$ cat config.mk
export PLATFORM = sky130hd
export DESIGN_NAME = card_deact_seq
export DESIGN_NICKNAME = d
export VERILOG_FILES = /design/src/rtl/cds_pkg.sv /design/src/rtl/cds_phase_cnt.sv /design/src/rtl/cds_clk_gate.sv /design/src/rtl/cds_ctrl.sv /design/src/rtl/card_deact_seq.sv
export SDC_FILE = /design/constraint.sdc
export NUM_CORES = 1
export LEC_CHECK = 0
export ABC_AREA = 1
export BUFFER_PORTS_ARGS = -buffer_cell sky130_fd_sc_hd__buf_4
export CAP_MARGIN = 20
export CORE_MARGIN = 2
export CORE_UTILIZATION = 30
export DETAILED_ROUTE_END_ITERATION = 12
export GPL_TIMING_DRIVEN = 0
export HOLD_SLACK_MARGIN = 0.12
export REMOVE_ABC_BUFFERS = 1
export SETUP_SLACK_MARGIN = 0.15
export SKIP_LAST_GASP = 1
export SLEW_MARGIN = 20
export SYNTH_ARGS = -nofsm -noshare
export SYNTH_HDL_FRONTEND = slang
export SYNTH_SLANG_ARGS = --single-unit
$ cat constraint.sdc
create_clock -name clk_i -period 2.9 [get_ports clk_i]
set_input_delay 0.435 -clock clk_i [delete_from_list [all_inputs] [get_ports clk_i]]
set_output_delay 0.435 -clock clk_i [all_outputs]
set_load 0.02 [all_outputs]
$ cat src/rtl/cds_pkg.sv
package cds_pkg;

  typedef enum logic [1:0] {
    ST_OFF  = 2'd0,
    ST_ON   = 2'd1,
    ST_DOWN = 2'd2
  } cds_state_e;

  localparam int N_STEP = 5;

  // step index: 0 reset, 1 clock stop, 2 line pull-down, 3 supply off, 4 boost off
  function automatic int step_at(input int t_unit, input int idx);
    int base;
    base = (3 * t_unit) / 64;
    case (idx)
      0:       return base;
      1:       return base + t_unit / 2;
      2:       return base + t_unit;
      3:       return base + (3 * t_unit) / 2;
      default: return base + (7 * t_unit) / 2;
    endcase
  endfunction

endpackage

$ cat src/rtl/cds_phase_cnt.sv
module cds_phase_cnt
  import cds_pkg::*;
#(
  parameter int T_UNIT = 2048
) (
  input  logic              clk_i,
  input  logic              rst_ni,
  input  logic              run_i,
  output logic [N_STEP-1:0] reach_o
);

  localparam int LAST = step_at(T_UNIT, N_STEP - 1);
  localparam int CW   = $clog2(LAST + 1);

  logic [CW-1:0] cnt_q;

  always_ff @(posedge clk_i or negedge rst_ni) begin
    if (!rst_ni)                cnt_q <= '0;
    else if (!run_i)            cnt_q <= '0;
    else if (cnt_q != CW'(LAST)) cnt_q <= cnt_q + CW'(1);
  end

  for (genvar g = 0; g < N_STEP; g++) begin : g_step
    localparam int THR = step_at(T_UNIT, g);
    assign reach_o[g] = (cnt_q >= CW'(THR));
  end

  a_r3_cnt_bound: assert property (@(posedge clk_i) disable iff (!rst_ni)
    cnt_q <= CW'(LAST));

  a_r3_cnt_clear: assert property (@(posedge clk_i) disable iff (!rst_ni)
    !run_i |=> (cnt_q == '0));

endmodule

$ cat src/rtl/cds_clk_gate.sv
module cds_clk_gate (
  input  logic clk_i,
  input  logic rst_ni,
  input  logic card_clk_i,
  input  logic run_i,
  output logic card_clk_o
);

  logic gate_q;

  // gate state only moves during the card clock low phase
  always_ff @(posedge clk_i or negedge rst_ni) begin
    if (!rst_ni)          gate_q <= 1'b0;
    else if (!card_clk_i) gate_q <= run_i;
  end

  assign card_clk_o = card_clk_i & gate_q;

  a_r4_gate_in_low: assert property (@(posedge clk_i) disable iff (!rst_ni)
    (gate_q != $past(gate_q)) |-> !$past(card_clk_i));

  a_r4_no_runt: assert property (@(posedge clk_i) disable iff (!rst_ni)
    $fell(card_clk_o) |-> $fell(card_clk_i));

endmodule

$ cat src/rtl/cds_ctrl.sv
module cds_ctrl
  import cds_pkg::*;
(
  input  logic       clk_i,
  input  logic       rst_ni,
  input  logic       sess_n_i,
  input  logic       sup_low_i,
  input  logic       last_i,
  output cds_state_e state_o,
  output logic       done_o
);

  cds_state_e state_q, state_d;
  logic       done_q;

  always_comb begin
    state_d = state_q;
    unique case (state_q)
      ST_OFF:  if (!sess_n_i)            state_d = ST_ON;
      ST_ON:   if (sess_n_i)             state_d = ST_DOWN;
      ST_DOWN: if (last_i && sup_low_i)  state_d = ST_OFF;
      default:                           state_d = ST_OFF;
    endcase
  end

  always_ff @(posedge clk_i or negedge rst_ni) begin
    if (!rst_ni) begin
      state_q <= ST_OFF;
      done_q  <= 1'b0;
    end else begin
      state_q <= state_d;
      done_q  <= (state_q == ST_DOWN) && (state_d == ST_OFF);
    end
  end

  assign state_o = state_q;
  assign done_o  = done_q;

  a_r8_exit_needs_supply: assert property (@(posedge clk_i) disable iff (!rst_ni)
    ((state_q == ST_OFF) && ($past(state_q) == ST_DOWN)) |-> ($past(sup_low_i) && $past(last_i)));

  a_r10_no_abort: assert property (@(posedge clk_i) disable iff (!rst_ni)
    ($past(state_q) == ST_DOWN) |-> (state_q != ST_ON));

  a_r9_done_single: assert property (@(posedge clk_i) disable iff (!rst_ni)
    done_o |=> !done_o);

  a_r9_done_inactive: assert property (@(posedge clk_i) disable iff (!rst_ni)
    done_o |-> (state_q == ST_OFF));

endmodule

$ cat src/rtl/card_deact_seq.sv
module card_deact_seq
  import cds_pkg::*;
#(
  parameter int T_UNIT = 2048
) (
  input  logic clk_i,
  input  logic rst_ni,
  input  logic sess_n_i,
  input  logic sup_low_i,
  input  logic card_clk_i,
  output logic card_rst_o,
  output logic card_clk_o,
  output logic card_io_low_o,
  output logic card_vcc_en_o,
  output logic card_vup_en_o,
  output logic contacts_gnd_o,
  output logic osc_low_o,
  output logic inactive_o,
  output logic done_o
);

  localparam int S_RST = 0;
  localparam int S_CLK = 1;
  localparam int S_IO  = 2;
  localparam int S_VCC = 3;
  localparam int S_VUP = 4;

  cds_state_e        state;
  logic [N_STEP-1:0] reach;
  logic              on, down, off, clk_run;

  cds_ctrl i_ctrl (
    .clk_i     (clk_i),
    .rst_ni    (rst_ni),
    .sess_n_i  (sess_n_i),
    .sup_low_i (sup_low_i),
    .last_i    (reach[S_VUP]),
    .state_o   (state),
    .done_o    (done_o)
  );

  cds_phase_cnt #(.T_UNIT(T_UNIT)) i_cnt (
    .clk_i   (clk_i),
    .rst_ni  (rst_ni),
    .run_i   (down),
    .reach_o (reach)
  );

  cds_clk_gate i_gate (
    .clk_i      (clk_i),
    .rst_ni     (rst_ni),
    .card_clk_i (card_clk_i),
    .run_i      (clk_run),
    .card_clk_o (card_clk_o)
  );

  assign on   = (state == ST_ON);
  assign down = (state == ST_DOWN);
  assign off  = (state == ST_OFF);

  assign clk_run        = on | (down & ~reach[S_CLK]);
  assign card_rst_o     = on | (down & ~reach[S_RST]);
  assign card_io_low_o  = off | (down & reach[S_IO]);
  assign card_vcc_en_o  = on | (down & ~reach[S_VCC]);
  assign card_vup_en_o  = on | (down & ~reach[S_VUP]);
  assign contacts_gnd_o = off;
  assign osc_low_o      = off;
  assign inactive_o     = off;

  a_r6_vcc_needs_vup: assert property (@(posedge clk_i) disable iff (!rst_ni)
    card_vcc_en_o |-> card_vup_en_o);

  a_r3_rst_needs_vcc: assert property (@(posedge clk_i) disable iff (!rst_ni)
    card_rst_o |-> card_vcc_en_o);

  a_r9_gnd_with_lines_low: assert property (@(posedge clk_i) disable iff (!rst_ni)
    contacts_gnd_o |-> (card_io_low_o && !card_vcc_en_o));

endmodule

==> impl_metrics.csv, run 1 <==
group,metric,value,unit
logic_synthesis,netlist.area_leader.share,0.404,
floorplan,initial_utilization,0.313,
worst_setup_path,worst-r2r-setup-slack,1.60,ns
worst_setup_path,timing.critical_path.fanout_max,16,
worst_setup_path,endpoint_kind,"primary output",
logic_synthesis,largest_family_of_logic_cells_by_synthesized_area,"simple AND/OR/NAND/NOR gates",
sta,max_clock_freq,480,MHz
logic_synthesis,xor_xnor_cell_area_share_of_the_yosys_netlist,0,
worst_setup_path,path_class,"flop to primary output",
sta,rsz0062_at_grt,"false",
route,dr_total_vias,931,
floorplan,design.core.area,3360,um2
power_and_ir_drop,p_leak,0.619,nW
final_layout,antenna_diode_count,0,
placed_design,placed_cell_area,1180,um2
logic_synthesis,syn_inst,153,
route,detail_route.wl_per_cell,10.1,um
worst_hold_path,timing.hold.worst_endpoint,"i_ctrl.state_o[0]",
route,detail_route.iter0.violations,54,
worst_hold_path,worstHoldPathCells,2,
logic_synthesis,synth_most_common_cell,"nand2_1",
logic_synthesis,synth-async-reset-ratio,1.00,
placed_design,place_worst_setup_slack,1.15,ns
flow_run,timing.max_cap.violations,0,
clocking,tritoncts,"yes",
logic_synthesis,post_synth_mux_area_share,0,
sta,worst_slew_pin_slew,0.375,ns
clocking,max-clock-path-buffers,2,
global_routing,grt_max_degree,18,
run_status,run_status,"complete, no violations",
clocking,post_cts.resized_instances,0,
final_layout,finish.net_count,176,
global_routing,global_route_wire_length_before_repair,3800,um
logic_synthesis,sequential_to_total_area_share_from_yosys_stat,0.404,
logic_synthesis,synth_top_cells_by_area,"dfrtp_1, nand2_1, nor2_1",
worst_setup_path,worstRegToRegCells,7,
worst_setup_path,critPathLaunchType,"flop",
placed_design,place_congestion,0.807,
global_routing,vias_in_the_first_global_route,835,
final_layout,postLayoutCoreUtil,0.362,
clocking,cts.sinks,17,
floorplan,die-width,63.3,um
placed_design,placement.io_buffers,13,
clocking,cts_made_buffers,3,
logic_synthesis,synth_compound_gate_area_share,0.0570,
global_routing,grt_overflow,0,
worst_setup_path,crit-reg2reg-capture,"i_cnt.cnt_q[10]",
route,drt_first_pass_iters,4,
final_layout,final_cell_area,1220,um2
logic_synthesis,dominantRegCellSynth,"dfrtp_1",
sta,slew_headroom,0.749,
sta,setup-violations-final,0,
logic_synthesis,netlist_top_cells_count,"nand2_1, nor2_1, inv_1, dfrtp_1, nand3_1",
worst_setup_path,worst-endpoint-arrival,1.65,ns
route,postRouteAntennaNets,0,
sta,setup-tns-final,0,ns
global_routing,antenna_found_initial,0,
logic_synthesis,synthSimpleGateAreaFrac,0.417,
logic_synthesis,synth-adder-area-share,0.0238,
final_layout,post_route_cells_drive_above_1_share,0.143,
worst_setup_path,r2r-start,"i_cnt.cnt_q[1]",
clocking,htree_levels,1,
route,route.final.wire_length,2170,um
logic_synthesis,number_of_distinct_library_cells_after_synthesis,17,
logic_synthesis,synth_largest_area_cell,"dfrtp_1",
sta,period_needed,2.08,ns
floorplan,dieHeight,63.3,um
logic_synthesis,ys_seq_elements,17,
sta,clock-skew-final,0.0141,ns
clocking,ctsRootBufferMaster,"clkbuf_4",
logic_synthesis,synth_area,1050,um2
floorplan,design.die.area,4000,um2
logic_synthesis,syn_avg_cell_area,6.89,um2
placed_design,place_hpwl,1580,um
logic_synthesis,synthesis.yosys.warnings,0,
sta,report.final.slew_viol_count,0,
power_and_ir_drop,power.ir.vdd_worst,0.000171,V
sta,period_share,0.718,
worst_hold_path,worst_hold_path_type,"primary input to flop",
worst_setup_path,worst-endpoint-required,2.47,ns
global_routing,track_usage,0.121,
floorplan,placement_rows,21,
clocking,insertion_delay,0.31,ns
clocking,clk_pin_slew,0.12,ns
sta,worst_slack,0.818,ns
sta,hold_violations,0,
worst_hold_path,hold_path.startpoint,"sess_n_i",
route,drcViolationCount,0,
route,routed_via_density,4.35,
logic_synthesis,synth_enable_flop_cells,0,
final_layout,syn_to_final_growth,15.6,%
power_and_ir_drop,power_per_cell_area,624,nW/um2
floorplan,ios,14,
[worst max-delay path: stages, from the launching register on]
cell and delay, ns:
dfrtp_1 0.41, inv_1 0.09, nor2_4 0.31, inv_1 0.16
o21ai_0 0.20, buf_4 0.17
[power breakdown]
group / switching, mW / internal (mW) / total [mW]
logic: 0.211 / 0.126 / 0.338
registers: 0.0221 / 0.262 / 0.284
clock network: 0.0867 / 0.0515 / 0.138
[cells in the final DEF (no fill, tap or decap), types with 3 or more instances in the layout]
cell	count
a21oi_1	8
buf_4	13
clkbuf_4	3
dfrtp_1	17
inv_1	20
nand2_1	43
nand3_1	10
nand4_1	4
nor2_1	31
nor2_4	3
nor3_1	3
o21ai_0	4
[cell families after synthesis]
group                    count (synthesis)
AO/OA/AOI/OAI                           12
buffers and inverters                   23
AND/OR/NAND/NOR                         99
adder cells (fa/ha/maj)                  2
flip-flops                              17
[worst max-delay path by stage]
stage | start | to
after floorplan | i_ctrl.state_o[0] | card_vup_en_o
after global placement | i_ctrl.state_o[1] | card_vup_en_o
after detailed placement | i_ctrl.state_o[1] | card_vup_en_o
after CTS | i_ctrl.state_o[1] | card_vup_en_o
after global routing | i_ctrl.state_o[1] | card_vup_en_o
final | i_ctrl.state_o[1] | card_vup_en_o
[registers in the layout, summed over array words and instances, names as in the netlist]
signal	flops
i_ctrl.done_o	1
i_ctrl.state_o	2
i_cnt.cnt_q	13
i_gate.gate_q	1
[cell type report]
cell class	count	area, um2
Fill cell	392	2150
Inverter	20	75.1
Tap cell	46	57.6
Timing Repair Buffer	14	108
Clock buffer	3	22.5
Sequential cell	17	425
Clock inverter	1	5.00
Multi-Input combinational cell	113	524
[through the flow]
step	total power, mW	hold slack [ns]	std cells
after detailed placement	0.629	0.317	209
after floorplan	0.495	0.139	150
after CTS	0.768	0.263	214
after global routing	0.816	0.254	214
after global placement	0.628	0.317	209
final	0.760	0.258	214
[per-layer routing]
metal / vias up / wire length, um / global-route usage
met1: 411 / 1150 / 0.176
met4: 0 / 42 / 0.0489
li1: 505 / - / -
met3: 5 / 40 / 0.0125
met2: 10 / 938 / 0.184
met5: - / 0 / 0
[what timing repair did]
action,CTS,global route
hold buffers,1,0
endpoints found under the hold margin,17,0
setup buffers,0,0
Power figures use the tool's default switching activity.
==> run 2: changes to the inputs <==
clock period = 1.84 ns   (was 2.9 ns; I/O delays follow)
==> run 2 against run 1 <==
Final area up 15%. First-iteration DRC count down 28%. Worst setup slack worse by 0.65 ns. Via count up 9.6%. Combinational power up 99%. Sequential power up 61%. Total power up 77%. Clock power up 55%. Critical path type unchanged. Critical endpoint is now card_vcc_en_o.
==> impl_metrics.csv, run 2 (synthesis results as in run 1) <==
group,metric,value,unit
placed_design,place_congestion,0.807,
route,drt_first_pass_iters,4,
route,drcViolationCount,0,
power_and_ir_drop,power.share.clock,0.159,
placed_design,dp.cells,209,
route,detail_route.iter0.violations,39,
route,detail_route.wl_per_cell,10.4,um
floorplan,design.die.area,4000,um2
clocking,tritoncts,"yes",
placed_design,place_hpwl,1580,um
power_and_ir_drop,power.ir.vdd_worst,0.000289,V
floorplan,dieHeight,63.3,um
sta,period_needed,1.67,ns
clocking,cts_made_buffers,3,
final_layout,final_common_cell,"nand2_1",
sta,rsz0062_at_grt,"true",
global_routing,met2_usage_grt,0.207,
floorplan,ios,14,
global_routing,vias_in_the_first_global_route,908,
clocking,cts.sinks,17,
final_layout,finish.net_count,192,
final_layout,antenna_diode_count,0,
worst_setup_path,worst-endpoint-required,1.56,ns
global_routing,antenna_found_initial,0,
global_routing,globalRouteMet3Util,0.0125,
global_routing,global_route.peak_usage_layer,"met2",
clocking,max-clock-path-buffers,2,
sta,period_share,0.909,
global_routing,track_usage,0.129,
worst_setup_path,timing.critical_path.fanout_max,5,
global_routing,grt_overflow,0,
power_and_ir_drop,internal_power,0.790,mW
clocking,ctsRootBufferMaster,"clkbuf_4",
final_layout,nFillCells,374,
power_and_ir_drop,power.switching_fraction,0.412,
final_layout,post_route_cells_drive_above_1_share,0.326,
power_and_ir_drop,p_leak,0.696,nW
run_status,run_status,"complete, no violations",
final_layout,commonest_non_fill_non_tap_cells_in_the_layout,"nand2_1, nor2_1, buf_4, inv_1",
clocking,clk_pin_slew,0.12,ns
power_and_ir_drop,combinationalPowerShare,0.501,
floorplan,die-width,63.3,um
sta,clock-skew-final,0.0120,ns
sta,slew_headroom,0.841,
worst_setup_path,critPathLaunchType,"flop",
global_routing,global_route_wire_length_before_repair,4090,um
worst_setup_path,endpoint_kind,"primary output",
sta,max_clock_freq,598,MHz
global_routing,globalRouteMet1Util,0.181,
flow_run,timing.max_cap.violations,0,
placed_design,placement.io_buffers,13,
worst_setup_path,path_class,"flop to primary output",
clocking,htree_levels,1,
worst_setup_path,worst-endpoint-arrival,1.40,ns
route,dr_total_vias,1020,
final_layout,instances_no_fill,230,
floorplan,design.core.area,3360,um2
sta,worst_slew_pin_slew,0.238,ns
clocking,insertion_delay,0.30,ns
power_and_ir_drop,seqPwrFrac,0.340,
sta,setup-tns-final,0,ns
floorplan,initial_utilization,0.313,
route,postRouteAntennaNets,0,
final_layout,syn_to_final_growth,32.9,%
global_routing,grt_max_degree,18,
sta,setup-violations-final,0,
route,route.final.wire_length,2400,um
power_and_ir_drop,power.switching,0.553,mW
power_and_ir_drop,power_per_cell_area,960,nW/um2
sta,hold_violations,0,
route,routed_via_density,4.43,
floorplan,placement_rows,21,
final_layout,register_with_the_most_flip_flops,"i_cnt.cnt_q",
final_layout,largest_register_ff_count,13,
worst_hold_path,worstHoldPathCells,4,
sta,report.final.slew_viol_count,0,
worst_hold_path,worst_hold_path_type,"primary input to flop",
worst_setup_path,worstRegToRegCells,7,
==> run 2: per-layer routing <==
layer | share of wire | vias up
li1 | - | 539
met1 | 0.49 | 469
met2 | 0.47 | 10
met3 | 0.024 | 2
met4 | 0.010 | 0
met5 | 0 | -
==> run 2: final cells by class <==
cell class	instances	area, um2	area share
multi-input cells	113	572	0.408
flip-flops and latches	17	434	0.310
repair buffers	30	234	0.167
inverters	20	75.1	0.0536
well taps	46	57.6	0.0411
clock buffers	3	22.5	0.0161
clock inverters	1	5.00	0.00357
==> run 2: final timing paths <==
check	from	to	slack [ns]
worst min-delay path	card_clk_i	i_gate.gate_q	0.21
max in group asynchronous	rst_ni	i_cnt.cnt_q[7]	1.23
worst min register to register	i_gate.gate_q	i_gate.gate_q	0.49
worst max register to register	i_cnt.cnt_q[1]	i_cnt.cnt_q[10]	0.55
min in group asynchronous	rst_ni	i_ctrl.state_o[0]	0.37
worst max-delay path	i_ctrl.state_o[1]	card_vcc_en_o	0.17
==> run 2: power groups by stage <==
| stage | Clock (mW) | Sequential [mW] | Combinational [mW] |
|---|---|---|---|
| CTS | 0.225 | 0.448 | 0.581 |
| detailed placement | 0 | 0.456 | 0.536 |
| floorplan | 0 | 0.447 | 0.333 |
| global placement | 0 | 0.456 | 0.534 |
| finish | 0.214 | 0.457 | 0.672 |
| global route | 0.246 | 0.467 | 0.722 |
==> run 2: repair_timing <==
item / in CTS / in global routing
setup endpoints to repair: 4 / 4
setup buffers: 7 / 8
pin swaps: 1 / 6
endpoints found under the hold margin: 18 / 0
hold buffers: 2 / 0
gates resized for setup: 7 / 20
==> run 2: worst max-delay path, stage by stage, from the launching register on <==
cell and delay, ns:
dfrtp_2 0.46, inv_1 0.14, nor2_4 0.07, a21oi_2 0.21, o21ai_2 0.09, buf_6 0.14
==> run 2: stage by stage <==
stage	instance area [um2]	worst slack, ns	utilization	power (mW)	hold WS (ns)
final	1400	0.167	0.416	1.34	0.206
after global routing	1400	0.0969	0.416	1.43	0.204
after CTS	1290	0.132	0.385	1.25	0.202
after detailed placement	1180	0.250	0.351	0.992	0.158
after global placement	1180	0.234	0.351	0.990	0.158
after floorplan	1020	0.284	-	0.780	-0.0196
